[src/rtl/vramp_pkg.sv]
package vramp_pkg;
  localparam int RATE_W = 2;
  localparam int STEP_W = 2;
  localparam int NPROF  = 3;

  typedef enum logic [1:0] {
    DIR_IDLE = 2'd0,
    DIR_UP   = 2'd1,
    DIR_DN   = 2'd2
  } dir_e;

  typedef enum logic [1:0] {
    PRF_UP = 2'd0,
    PRF_DN = 2'd1,
    PRF_EM = 2'd2
  } prf_e;

  typedef struct packed {
    logic [RATE_W-1:0] rate;
    logic [STEP_W-1:0] step;
  } prof_t;
endpackage

[src/rtl/vramp_sel.sv]
module vramp_sel
  import vramp_pkg::*;
#(
  parameter int VOL_W = 8
) (
  input  logic [VOL_W-1:0] vol_cur,
  input  logic [VOL_W-1:0] vol_set,
  input  logic             mute_req,
  input  logic             emerg_req,
  output logic [VOL_W-1:0] target,
  output dir_e             dir,
  output prf_e             sel
);
  localparam logic [VOL_W-1:0] MUTE_CODE = '1;

  always_comb begin
    target = (mute_req || emerg_req) ? MUTE_CODE : vol_set;
    if (target > vol_cur)      dir = DIR_DN;
    else if (target < vol_cur) dir = DIR_UP;
    else                       dir = DIR_IDLE;
    if (emerg_req)             sel = PRF_EM;
    else if (dir == DIR_UP)    sel = PRF_UP;
    else                       sel = PRF_DN;
  end
endmodule

[src/rtl/vramp_decode.sv]
module vramp_decode
  import vramp_pkg::*;
#(
  parameter int VOL_W = 8,
  parameter int DIV_W = 2
) (
  input  prof_t [NPROF-1:0] profs,
  input  prf_e              sel,
  output logic              instant,
  output logic [DIV_W-1:0]  term,
  output logic [VOL_W-1:0]  step_code
);
  localparam int STEP_MAX = (1 << STEP_W) - 1;

  logic             inst_a [NPROF];
  logic [DIV_W-1:0] term_a [NPROF];
  logic [VOL_W-1:0] stp_a  [NPROF];

  for (genvar g = 0; g < NPROF; g++) begin : g_prof
    assign inst_a[g] = (profs[g].rate == '1);
    assign term_a[g] = DIV_W'((32'd1 << profs[g].rate) - 32'd1);
    assign stp_a[g]  = VOL_W'(32'd1 << (STEP_MAX - int'(profs[g].step)));
  end

  assign instant   = inst_a[sel];
  assign term      = term_a[sel];
  assign step_code = stp_a[sel];
endmodule

[src/rtl/vramp_div.sv]
module vramp_div
  import vramp_pkg::*;
#(
  parameter int DIV_W = 2
) (
  input  logic             clk,
  input  logic             rst,
  input  logic             tick,
  input  dir_e             dir,
  input  logic             instant,
  input  logic [DIV_W-1:0] term,
  output logic             fire
);
  logic [DIV_W-1:0] cnt;
  logic [DIV_W-1:0] eff;
  dir_e             prev_dir;

  always_comb begin
    eff  = (dir != prev_dir || dir == DIR_IDLE) ? '0 : cnt;
    fire = tick && (dir != DIR_IDLE) && (instant || eff == term);
  end

  always_ff @(posedge clk) begin
    if (rst) begin
      cnt      <= '0;
      prev_dir <= DIR_IDLE;
    end else begin
      prev_dir <= dir;
      if (fire)      cnt <= '0;
      else if (tick && dir != DIR_IDLE) cnt <= eff + 1'b1;
      else           cnt <= eff;
    end
  end
endmodule

[src/rtl/vramp_step.sv]
module vramp_step
  import vramp_pkg::*;
#(
  parameter int VOL_W = 8
) (
  input  logic [VOL_W-1:0] cur,
  input  logic [VOL_W-1:0] target,
  input  dir_e             dir,
  input  logic             jump,
  input  logic [VOL_W-1:0] step_code,
  output logic [VOL_W-1:0] nxt
);
  logic [VOL_W:0] sum;
  logic [VOL_W-1:0] gap;

  always_comb begin
    sum = {1'b0, cur} + {1'b0, step_code};
    gap = (dir == DIR_DN) ? (target - cur) : (cur - target);
    if (jump || dir == DIR_IDLE)  nxt = jump ? target : cur;
    else if (gap <= step_code)    nxt = target;
    else if (dir == DIR_DN)       nxt = sum[VOL_W-1:0];
    else                          nxt = cur - step_code;
  end
endmodule

[src/rtl/vol_ramp_ctrl.sv]
module vol_ramp_ctrl
  import vramp_pkg::*;
#(
  parameter int               VOL_W      = 8,
  parameter logic [VOL_W-1:0] RESET_CODE = 8'h30
) (
  input  logic             clk,
  input  logic             rst,
  input  logic             frame_tick,
  input  logic [VOL_W-1:0] vol_set,
  input  logic             mute_req,
  input  logic             emerg_req,
  input  logic [1:0]       up_rate,
  input  logic [1:0]       up_step,
  input  logic [1:0]       dn_rate,
  input  logic [1:0]       dn_step,
  input  logic [1:0]       em_rate,
  input  logic [1:0]       em_step,
  output logic [VOL_W-1:0] vol_cur,
  output logic             ramp_done
);
  localparam int DIV_W = ((1 << RATE_W) - 2) > 0 ? ((1 << RATE_W) - 2) : 1;

  prof_t [NPROF-1:0] profs;
  logic [VOL_W-1:0]  target, nxt, step_code;
  logic [DIV_W-1:0]  term;
  logic              instant, fire;
  dir_e              dir;
  prf_e              sel;

  assign profs[PRF_UP] = '{rate: up_rate, step: up_step};
  assign profs[PRF_DN] = '{rate: dn_rate, step: dn_step};
  assign profs[PRF_EM] = '{rate: em_rate, step: em_step};

  vramp_sel #(.VOL_W(VOL_W)) u_sel (
    .vol_cur(vol_cur), .vol_set(vol_set), .mute_req(mute_req),
    .emerg_req(emerg_req), .target(target), .dir(dir), .sel(sel)
  );

  vramp_decode #(.VOL_W(VOL_W), .DIV_W(DIV_W)) u_dec (
    .profs(profs), .sel(sel), .instant(instant), .term(term),
    .step_code(step_code)
  );

  vramp_div #(.DIV_W(DIV_W)) u_div (
    .clk(clk), .rst(rst), .tick(frame_tick), .dir(dir),
    .instant(instant), .term(term), .fire(fire)
  );

  vramp_step #(.VOL_W(VOL_W)) u_step (
    .cur(vol_cur), .target(target), .dir(dir), .jump(fire && instant),
    .step_code(step_code), .nxt(nxt)
  );

  always_ff @(posedge clk) begin
    if (rst) begin
      vol_cur   <= RESET_CODE;
      ramp_done <= 1'b0;
    end else begin
      if (fire) vol_cur <= nxt;
      ramp_done <= ((fire ? nxt : vol_cur) == target);
    end
  end
endmodule

[config.mk]
export PLATFORM = sky130hd
export DESIGN_NAME = vol_ramp_ctrl
export DESIGN_NICKNAME = d
export VERILOG_FILES = /design/src/rtl/vramp_pkg.sv /design/src/rtl/vramp_sel.sv /design/src/rtl/vramp_decode.sv /design/src/rtl/vramp_div.sv /design/src/rtl/vramp_step.sv /design/src/rtl/vol_ramp_ctrl.sv
export SDC_FILE = /design/constraint.sdc
export NUM_CORES = 1
export LEC_CHECK = 0
export CORE_MARGIN = 5
export CORE_UTILIZATION = 37
export CTS_CLUSTER_SIZE = 10
export DETAILED_ROUTE_END_ITERATION = 6
export SLEW_MARGIN = 25
export SYNTH_ARGS = -nofsm -noshare
export SYNTH_HDL_FRONTEND = slang
export SYNTH_HIERARCHICAL = 1
export SYNTH_SLANG_ARGS = --single-unit
[constraint.sdc]
create_clock -name clk -period 10.65 [get_ports clk]
set_input_delay 2.6625 -clock clk [delete_from_list [all_inputs] [get_ports clk]]
set_output_delay 2.6625 -clock clk [all_outputs]
set_load 0.01 [all_outputs]
After elaboration in Yosys (flattened, before gate mapping)
Cells that the tools add are included.
- bits in registers: 13
- output and inout bits: 9
- input port bits: 25
- logic and storage cells: 66
- mux-type cells: 22
- reduce and logical (&&, ||, !) cells: 10
- equality and inequality tests: 8
- bitwise logic cells: 1
- $add $sub $neg: 11
- $lt $le $gt $ge: 4
- shift-type cells: 6
- operator list (cell ; count):
    $shl 1x32->8 const A ; 3
    $mux 8 ; 9
    $sub 8x8->8 ; 3
    $bmux 8 s2 ; 1
    $mux 2 ; 6
    $sub 2x2->3 const A ; 3
    $add 8x8->8 ; 1
    $eq 2x2->1 const B ; 4
    $eq 8x8->1 ; 1
    $gt 8x8->1 ; 1
    $le 8x8->1 ; 1
    $lt 8x8->1 ; 1
    $shl 1x2->2 const A ; 3
    $sub 2x1->2 const B ; 3
    $bmux 2 s2 ; 1
    $logic_or 1x1->1 ; 4
    $mux 1 ; 4
    $ge 3x3->1 const B ; 1
    $logic_and 1x1->1 ; 3
    $not 2->3 ; 1
    $add 2x1->2 const B ; 1
    $bmux 1 s2 ; 1
    $eq 2x1->1 const B ; 1
    $eq 2x2->1 ; 1
    other kinds (4) ; 4

Longest topological paths before layout
Gate-level depths: netlist of run 1.
- depth in word-level cells: 20
- mapped depth: 25
- depth with buffers taken out: 24

Hierarchy
The synthesis of run 1 kept the hierarchy.
- by module, submodules not included (module ; seq. area each (sq um) ; cells an instance ; area each (sq um) ; instances):
    vramp_step ; 0.0 ; 181 ; 1386.3 ; 1
    vol_ramp_ctrl ; 180.2 ; 39 ; 412.9 ; 1
    vramp_sel ; 0.0 ; 42 ; 294.0 ; 1
    vramp_decode ; 0.0 ; 35 ; 284.0 ; 1
    vramp_div ; 80.1 ; 30 ; 264.0 ; 1

Worst setup path after synthesis of run 1
No wires, ideal clock.
- path type: input port to flip-flop
- start: input port vol_set[1]
- end: register ramp_done
- arrival: 7072 ps
- data required time: 10562 ps
- cell stages on the path: 23
- setup slack: 3490 ps
- library setup time: 88 ps
- path buffers: 4
- cells stage by stage: or3_1 > ha_1 > a21oi_1 > o21a_1 > o31ai_2 > buf_6 > nor4_1 > a221oi_2 > and4bb_1 > a311o_1 > o32ai_2 > nor2_1 > buf_6 > and2_2 > or3_1 > clkbuf_1 > and2_4 > buf_6 > a21oi_2 > mux2i_1 > xor2_1 > nand3_1 > nor4_2
- word-level cells in the longest chain between the ends: 19
- elaborated cells between the ends (all ways): 42
- classes of those cells: add/sub (4); order compare (3); eq/ne (5); mux (21); bitwise (1); reduce/logical (8)
- ends and longest elaborated chain (what ; RTL line ; source):
    start, declared ; vol_ramp_ctrl.sv:10 ; input logic [VOL_W-1:0] vol_set,
    $mux 8 * ; vramp_sel.sv:17 ; target = (mute_req || emerg_req) ? MUTE_CODE : vol_set;
    $lt 8x8->1 ; vramp_sel.sv:19 ; else if (target < vol_cur) dir = DIR_UP;
    $mux 1 ; vramp_sel.sv:19 ;
    $mux 2 * ; vramp_sel.sv:18 ; if (target > vol_cur) dir = DIR_DN;
    $eq 2x1->1 * ; vramp_sel.sv:22 ; else if (dir == DIR_UP) sel = PRF_UP;
    $mux 1 * ; vramp_sel.sv:22 ;
    $mux 2 * ; vramp_sel.sv:21 ; if (emerg_req) sel = PRF_EM;
    named net sel[0] ; vol_ramp_ctrl.sv:29 ; prf_e sel;
    (+4 left out) ; n/a ;
    named net term[0] ; vol_ramp_ctrl.sv:26 ; logic [DIV_W-1:0] term;
    (+2 left out) ; n/a ;
    $logic_and 1x1->1 * ; vramp_div.sv:20 ; fire = tick && (dir != DIR_IDLE) && (instant || eff == term);
    named net fire ; vol_ramp_ctrl.sv:27 ; logic instant, fire;
    $logic_and 1x1->1 * ; vol_ramp_ctrl.sv:51 ; .cur(vol_cur), .target(target), .dir(dir), .jump(fire && instant),
    $mux 8 or $logic_or 1x1->1 (tied branches) ; vramp_step.sv:19 ; if (jump || dir == DIR_IDLE) nxt = jump ? target : cur;
    $mux 8 * ; vramp_step.sv:19 ;
    named net nxt[3] ; vol_ramp_ctrl.sv:25 ; logic [VOL_W-1:0] target, nxt, step_code;
    $mux 8 * ; n/a ;
    $eq 8x8->1 * ; vol_ramp_ctrl.sv:61 ; ramp_done <= ((fire ? nxt : vol_cur) == target);
    end signal, assigned ; vol_ramp_ctrl.sv:61 ;
    end, declared ; vol_ramp_ctrl.sv:20 ; output logic ramp_done
Mark *: on every way through the listed nets, which the timed path passes. The rest lies on a longest branch. The select of a mux whose other input is x is not followed.
A chain may end at the register's enable or synchronous reset.

Worst setup path after layout of run 1
- start: input port emerg_req
- end: register ramp_done
- word-level cells in the longest chain between the ends: 20
- elaborated cells between the ends (all ways): 43
- classes of those cells: add/sub (4); order compare (3); eq/ne (5); mux (21); bitwise (1); reduce/logical (9)
- ends and longest elaborated chain (what ; RTL line ; source):
    start, declared ; vol_ramp_ctrl.sv:12 ; input logic emerg_req,
    $logic_or 1x1->1 * ; vramp_sel.sv:17 ;
    $mux 8 * ; vramp_sel.sv:17 ;
    named net target[1] ; vol_ramp_ctrl.sv:25 ;
    $lt 8x8->1 ; vramp_sel.sv:19 ;
    $mux 1 ; vramp_sel.sv:19 ;
    $mux 2 * ; vramp_sel.sv:18 ;
    $eq 2x1->1 * ; vramp_sel.sv:22 ;
    $mux 1 * ; vramp_sel.sv:22 ;
    (+1 left out) ; n/a ;
    named net sel[0] ; vol_ramp_ctrl.sv:29 ;
    (+4 left out) ; n/a ;
    named net term[0] ; vol_ramp_ctrl.sv:26 ;
    (+2 left out) ; n/a ;
    $logic_and 1x1->1 * ; vramp_div.sv:20 ;
    named net fire ; vol_ramp_ctrl.sv:27 ;
    $logic_and 1x1->1 * ; vol_ramp_ctrl.sv:51 ;
    $mux 8 or $logic_or 1x1->1 (tied branches) ; vramp_step.sv:19 ;
    $mux 8 * ; vramp_step.sv:19 ;
    named net nxt[0] ; vol_ramp_ctrl.sv:25 ;
    $mux 8 * ; n/a ;
    $eq 8x8->1 * ; vol_ramp_ctrl.sv:61 ;
Marks and branches as above.

==> results of run 1 <==
## worst max-delay path by stage
stage	slack, ps	endpoint	depth (start not counted)	startpoint
CTS	1750	ramp_done	19	emerg_req
global route	1480	ramp_done	19	emerg_req
finish	2080	ramp_done	21	emerg_req
global placement	1560	ramp_done	19	emerg_req
floorplan	3490	ramp_done	23	vol_set[1]
detailed placement	1500	ramp_done	19	emerg_req
## layout make-up
cell class	count	area share, %
Tap cell	96	3.95
Inverter	36	4.44
Sequential cell	13	8.55
Clock buffer	4	1.48
Timing Repair Buffer	33	10.9
Multi-Input combinational cell	267	70.7
## state kept, by name (all words and copies together), names as in the netlist
register / flops
ramp_done: 1
vol_cur: 8
u_div/prev_dir: 2
u_div/cnt: 2
## routing by layer
| metal | GRT usage [%] | vias up | wire [µm] |
|---|---|---|---|
| met1 | 20.9 | 1117 | 3360 |
| met5 | 0 | - | 0 |
| met2 | 24.8 | 46 | 2920 |
| met3 | 3.27 | 8 | 311 |
| li1 | - | 1224 | - |
| met4 | 2.28 | 0 | 65 |
## worst reg2reg max path: cells and delay by family (launching register included)
kind / cells / cell delay, ps
buffers and inverters: 1 / 100
muxes: 1 / 240
xor gates and xnor gates: 1 / 200
and+or+nand+nor: 8 / 1790
adders and majority gates: 1 / 310
DFF: 1 / 600
AOI/OAI and AO/OA: 8 / 1900
## Yosys cell counts, types with 2 or more instances
cell        n
a211o_1     2
a211oi_1    2
a21o_1      2
a21oi_1    16
a21oi_2     8
and4bb_1    2
buf_4       8
buf_6       4
dfxtp_1    13
fa_1        3
ha_1       38
inv_1      36
mux2i_1    12
nand2_1    18
nand2b_1    5
nand3_1     6
nand4_1     3
nand4b_1    4
nand4bb_1   3
nor2_1     20
nor2b_1     5
nor3_1      8
nor3b_1     2
nor4b_1     3
nor4bb_1    3
o2111ai_1   2
o21ai_0     8
o21ai_1     5
o21ai_2     2
o21bai_1    4
o22ai_1     8
or3_1       9
xnor2_1    17
xor2_1     12
## metrics by stage
stage          setup slack (ps)  instances  area [µm²]  util (%)
6_report                   2080        449        3040      44.3
5_1_grt                    1480        449        3040      44.3
4_1_cts                    1750        449        3040      44.2
3_5_place_dp               1500        445        2990      43.5
3_3_place_gp               1560        445        2990      43.5
2_1_floorplan              3490        330        2650         -
## cell families after synthesis
logic type / after synthesis
simple gates: 105
compound gates: 75
buf+inv: 50
fa+ha+maj: 41
xor+xnor: 29
mux: 13
flops: 13
other cells: 1
## power by group through the flow
stage	Combinational, mW	Sequential (mW)	Clock [mW]
2_1_floorplan	0.459	0.0776	0
3_3_place_gp	0.554	0.0826	0
3_5_place_dp	0.557	0.0824	0
4_1_cts	0.561	0.0814	0.0453
5_1_grt	0.629	0.0830	0.0481
6_report	0.565	0.0810	0.0440
==> summary.md, run 1 <==
| Metric | Value |
|---|---|
| Outcome | `completed` |
| FF-to-FF path depth | `20` |
| Min-delay worst type | `reg2reg` |
| Worst path top cell family by delay | `simple AND/OR/NAND/NOR gates` |
| Tot GR Track Use | `15.2%` |
| Main combinational cell family by area after synthesis | `simple AND/OR/NAND/NOR gates` |
| Achievable frequency | `0.117 GHz` |
| Count of flip-flops with a built-in enable after synthesis | `0` |
| CP dominant cell by count | `nor2_1` |
| WL per Instance | `around 15 µm` |
| Area of the die | `between 0.008 and 0.009 mm²` |
| Max stage delay on crit path | `around 900 ps` |
| Syn. warnings | `6` |
| First-pass GRT wire length | `~11000 µm` |
| Cts bufs inserted | `3` |
| Number of synthesized register bits | `13` |
| Largest net degree at the start of global routing | `29` |
| Initial antenna violation count | `0` |
| DR iter-0 viols | `97` |
| Worst-path clk slew | `50 ps` |
| Area share of the largest cell type after synthesis | `18.0%` |
| Diodes inserted | `0` |
| Buffer depth of the longest clock path | `2` |
| Pwr Density | `between 200 and 250 mW/mm²` |
| Multi-input gate area | `0.00215 mm²` |
| Syn Area/Cell | `8.08 µm²` |
| Total power | `0.690 mW` |
| Part of the cycle the worst path needs | `~81%` |
| Cells traversed along the worst timing path | `clkdlybuf4s50_1, or3_1, ha_1, a21oi_1, o21a_1, o31ai_4, nor4_1, a221oi_2, and4bb_1, a311o_1, o32ai_2, nor2_1, and2_2, nor2_1, nand3_4, o22ai_1, a21oi_2, mux2i_1, xor2_1, nand3_1, nor4_2` |
| Setup bufs post-CTS | `0` |
| Hold Crit Start | `u_div/cnt[1]` |
| Max-cap violation count | `0` |
| Io pins | `34` |
| Clk root buf | `clkbuf_8` |
| Synth area leaders | `ha_1 (18%), dfxtp_1 (9.9%), xnor2_1 (5.6%)` |
| Worst skew pair latency | `~240 ps` |
| Sequential area share after synthesis | `9.85%` |
| Vias in the first global route | `2310` |
| Antenna-violating nets left | `0` |
| Setup Skew | `0.922 ps` |
| Comb power frac | `81.9%` |
| Fillers | `just under 700` |
| Slew @ Worst Pin | `929 ps` |
| WHS Path Cells | `2` |
| R2R Setup Slk | `5420 ps` |
| Reg area | `about 260 µm²` |
| # nets final | `420` |
| WHS Endpoint | `u_div/cnt[1]` |
| RR Startpoint | `vol_cur[1]` |
| Hold slack | `~560 ps` |
| Slowest-stage cell, CP | `clkdlybuf4s50_1` |
| Final TNS setup | `0 ps` |
| CTS resizes | `0` |
| Synth Area in Compound Gates | `20.8%` |
| # rows | `30` |
| CTS Sinks | `13` |
| Adder-Cell Fraction of Synth Area | `20.3%` |
| CP endpoint kind | `flip-flop` |
| Final Critical Period | `8570 ps` |
| Peak VDD IR | `0.155 mV` |
| Mux cell area share after synthesis | `5.12%` |
| CP startpoint kind | `input pin` |
| Slew HR | `37.9%` |
| Sw frac | `51.3%` |
| Worst Path Required | `10800 ps` |
| First-pass iteration count of the detailed router | `4` |
| Final wirelength | `6660 µm` |
| Placeable core region | `0.00687 mm²` |
| Unique masters post-synth | `68` |
| Top cell type by total area after synthesis | `ha_1` |
| Share of post-route cells with drive strength above 1 | `7.93%` |
| Drt drc | `0` |
| # hold bufs at CTS | `0` |
| Commonest cells after routing, fill and taps aside | `ha_1 (38), inv_1 (36), clkdlybuf4s50_1 (33), nor2_1 (20), nand2_1 (18)` |
| Die Height | `around 94 µm` |
| Critical path fanouts, max | `28` |
| H-tree depth | `1` |
| Async S/R FF share, synth | `0%` |
| Post-DR vias/cell | `roughly 5.3` |
| CP bufs+invs | `1` |
| Setup CP Type | `in2reg` |
| Synthesized area | `0.00264 mm²` |
| Final-report hold violation count | `0` |
| P&R area growth vs syn | `15.3%` |
| I/O Buffers | `33` |
| Final HPWL DP | `5440 µm` |
| Simple-Gate Fraction of Synth Area | `24.8%` |
| Placer Congestion | `0.814` |
| Clock power share | `6.4%` |
| Post-synth top flop | `dfxtp_1` |
| CTS tree | `built` |
| Final Max Slew Viols | `0` |
| Leak Pwr | `roughly 1.3 nW` |
| Flop pwr share | `11.7%` |
| Xor/xnor share of the synthesized area | `9.62%` |
| Worst flop-to-flop path endpoint | `ramp_done` |
| Final setup violating endpoints | `0` |
| Pint | `0.336 mW` |
| Initial Util | `a little under 40%` |
| Commonest non-fill, non-tap cell in the layout | `ha_1` |
| Unrepaired setup endpoints after global routing | `no` |
| Total vias in the final route | `between 2000 and 2500` |
| CP arrival | `8730 ps` |
| Grt ovf | `0` |
| P_sw | `about 0.35 mW` |
| Die width | `94.5 µm` |
| Gate Count Post-Synth | `327` |
No activity file was read; power rests on OpenSTA's default activity.
==> inputs of run 2 (changes only) <==
==> constraint.sdc (replaced) <==
create_clock -name clk -period 8.3 [get_ports clk]
set_input_delay 2.075 -clock clk [delete_from_list [all_inputs] [get_ports clk]]
set_output_delay 2.075 -clock clk [all_outputs]
set_load 0.01 [all_outputs]
==> run 2 against run 1 <==
Clock power increased by 34%. Non-clock buffer count increased by 3. Sequential share of layout area about the same. Setup slack got worse by 1300 ps. First-iteration DRC count decreased by 32%. Total power increased by 29%. Register-to-register slack got worse by 2300 ps. Critical path depth increased by 1. Cell count increased by 0.67%. Via count increased by 1.3%. Core utilization increased by 0.22 points. Global-route usage decreased by 0.20 points. Largest cell class unchanged. Largest power group unchanged.
==> summary.md, run 2 (synthesized netlist as in run 1, its figures left out) <==
| Metric | Value |
|---|---|
| Max-cap violation count | `0 (unchanged)` |
| Vias in the first global route | `2316 (+0.26%)` |
| Fillers | `699 (+1.6%)` |
| Total vias in the final route | `2427 (+1.3%)` |
| Final HPWL DP | `5580 µm (+2.6%)` |
| I/O Buffers | `33 (unchanged)` |
| Peak VDD IR | `0.154 mV (-0.77%)` |
| Leak Pwr | `1.27 nW (+1.3%)` |
| Setup bufs post-CTS | `0 (unchanged)` |
| Unrepaired setup endpoints after global routing | `no` |
| Slew HR | `42.0% (+4.1 points)` |
| Clk root buf | `clkbuf_8` |
| # rows | `30 (unchanged)` |
| Share of post-route cells with drive strength above 1 | `8.99% (+1.1 points)` |
| Placed cell areas | `0.00301 mm² (+0.75%)` |
| Achievable frequency | `0.132 GHz` |
| Initial antenna violation count | `0 (unchanged)` |
| Worst-path clk slew | `60 ps (about the same)` |
| Commonest cells after routing, fill and taps aside | `ha_1 (38), inv_1 (36), clkdlybuf4s50_1 (33), nor2_1 (20), nand2_1 (18)` |
| Pwr Density | `291 mW/mm² (+28%)` |
| Reg area | `260 µm² (unchanged)` |
| Final-report hold violation count | `0 (unchanged)` |
| DR iter-0 viols | `66 (-32%)` |
| Min-delay worst type | `reg2reg` |
| CTS resizes | `0 (unchanged)` |
| Critical path fanouts, max | `11 (-61%)` |
| Setup Skew | `8.85 ps (+7.93 ps)` |
| Io pins | `34 (unchanged)` |
| First-pass GRT wire length | `10800 µm (-1.9%)` |
| Placer Congestion | `0.888 (+9.1%)` |
| Die Height | `94.5 µm (unchanged)` |
| CTS tree | `built` |
| Largest net degree at the start of global routing | `19 (-34%)` |
| Max reg flops | `8 (unchanged)` |
| CP endpoint kind | `flip-flop` |
| Final setup violating endpoints | `0 (unchanged)` |
| Worst Path Required | `8460 ps (-2340 ps)` |
| Drt drc | `0 (unchanged)` |
| Tot GR Track Use | `15.0% (-0.20 points)` |
| H-tree depth | `1 (unchanged)` |
| Initial Util | `38.5% (unchanged)` |
| CP arrival | `7720 ps (-1010 ps)` |
| Antenna-violating nets left | `0 (unchanged)` |
| # nets final | `423 (+0.71%)` |
| Part of the cycle the worst path needs | `~91%` |
| CTS Sinks | `13 (unchanged)` |
| Final Max Slew Viols | `0 (unchanged)` |
| Final instance area | `0.00306 mm² (+0.49%)` |
| Cts bufs inserted | `3 (unchanged)` |
| Final Critical Period | `around 7600 ps` |
| Hold slack | `578 ps (+18.9 ps)` |
| Die width | `94.5 µm (unchanged)` |
| P&R area growth vs syn | `15.8%` |
| Setup CP Type | `in2reg` |
| Multi-input gate area | `0.00214 mm² (-0.41%)` |
| Placeable core region | `0.00687 mm² (unchanged)` |
| Commonest non-fill, non-tap cell in the layout | `ha_1` |
| Area of the die | `0.00893 mm² (unchanged)` |
| Final TNS setup | `0 ps (unchanged)` |
| Grt ovf | `0 (unchanged)` |
| # hold bufs at CTS | `0 (unchanged)` |
| Final wirelength | `6810 µm (+2.4%)` |
| Largest Register | `vol_cur` |
| Slew @ Worst Pin | `867 ps (-61.6 ps)` |
| Buffer depth of the longest clock path | `2 (unchanged)` |
| CP startpoint kind | `input pin` |
| WL per Instance | `15.1 µm (+1.7%)` |
| Diodes inserted | `0 (unchanged)` |
| Outcome | `completed` |
| Top Registers | `vol_cur: 8 flops, u_div/cnt: 2 flops, u_div/prev_dir: 2 flops` |
| Post-DR vias/cell | `5.37 (+0.66%)` |
| First-pass iteration count of the detailed router | `4 (unchanged)` |
| Worst skew pair latency | `250 ps (about the same)` |
## run 2: cell count changes in the layout (fill, tap and decap cells not counted)
cell,delta
o31ai_4,-1
clkinv_2,+1
buf_4,+3
clkbuf_1,-1
o31ai_2,+1
## run 2: per-layer routing
layer	routed length, µm	track usage [%]	vias up
li1	-	-	1224
met1	3330	20.5	1134
met2	3060	24.2	59
met3	344	3.03	10
met4	74	3.37	0
met5	0	0	-
## run 2: final cells by class
class / instances / area share (%)
repair buffers: 36 / 11.5
flip-flops and latches: 13 / 8.51
well taps: 96 / 3.93
multi-input cells: 267 / 70.1
clock buffers: 3 / 1.35
inverters: 36 / 4.42
clock inverters: 1 / 0.164
## run 2: final timing paths
kind | start | to | slack, ps | cells after the start
min | u_div/cnt[0] | u_div/cnt[0] | 580 | 2
max | emerg_req | ramp_done | 740 | 22
min reg2reg | u_div/cnt[0] | u_div/cnt[0] | 580 | 2
max reg2reg | vol_cur[7] | ramp_done | 3130 | 21
## run 2: through the flow
step	setup WS, ps	utilization (%)	power, mW	cells
after CTS	823	44.5	0.890	452
after global placement	617	43.9	0.821	448
after floorplan	1730	-	0.689	330
after global routing	389	44.5	0.968	452
after detailed placement	567	43.9	0.828	448
final	740	44.5	0.890	452
## run 2: critical path: stages
cell and delay, ps:
clkdlybuf4s50_1 570, or3_1 530, ha_1 380, a21oi_1 170, o21ai_1 160, o21ba_1 490, nand2b_4 300, mux2i_1 400
o211ai_2 160, o21ai_1 210, a32oi_1 100, xnor2_1 150, ha_1 310, nand4_1 170, o221ai_2 320, nand3_4 160
o22ai_1 240, a21oi_2 50, mux2i_1 250, xor2_1 230, nand4_1 140, nor4_2 150
## run 2: report_power, final
part | switching (mW) | total [mW] | internal (mW) | leakage [nW]
logic | 0.404 | 0.727 | 0.323 | 1.14
clock network | 0.0258 | 0.0590 | 0.0333 | 0.0255
registers | 0.0283 | 0.104 | 0.0755 | 0.106
total | 0.458 | 0.890 | 0.432 | 1.27
==> inputs of run 3 (changes only) <==
--- a/config.mk
+++ b/config.mk
@@ -9,7 +9,6 @@
 export CORE_UTILIZATION = 37
 export CTS_CLUSTER_SIZE = 10
 export DETAILED_ROUTE_END_ITERATION = 6
-export SLEW_MARGIN = 25
 export SYNTH_ARGS = -nofsm -noshare
 export SYNTH_HDL_FRONTEND = slang
 export SYNTH_HIERARCHICAL = 1
==> results of run 3 <==
Final layout, timing and power as in run 2 (identical DEF).
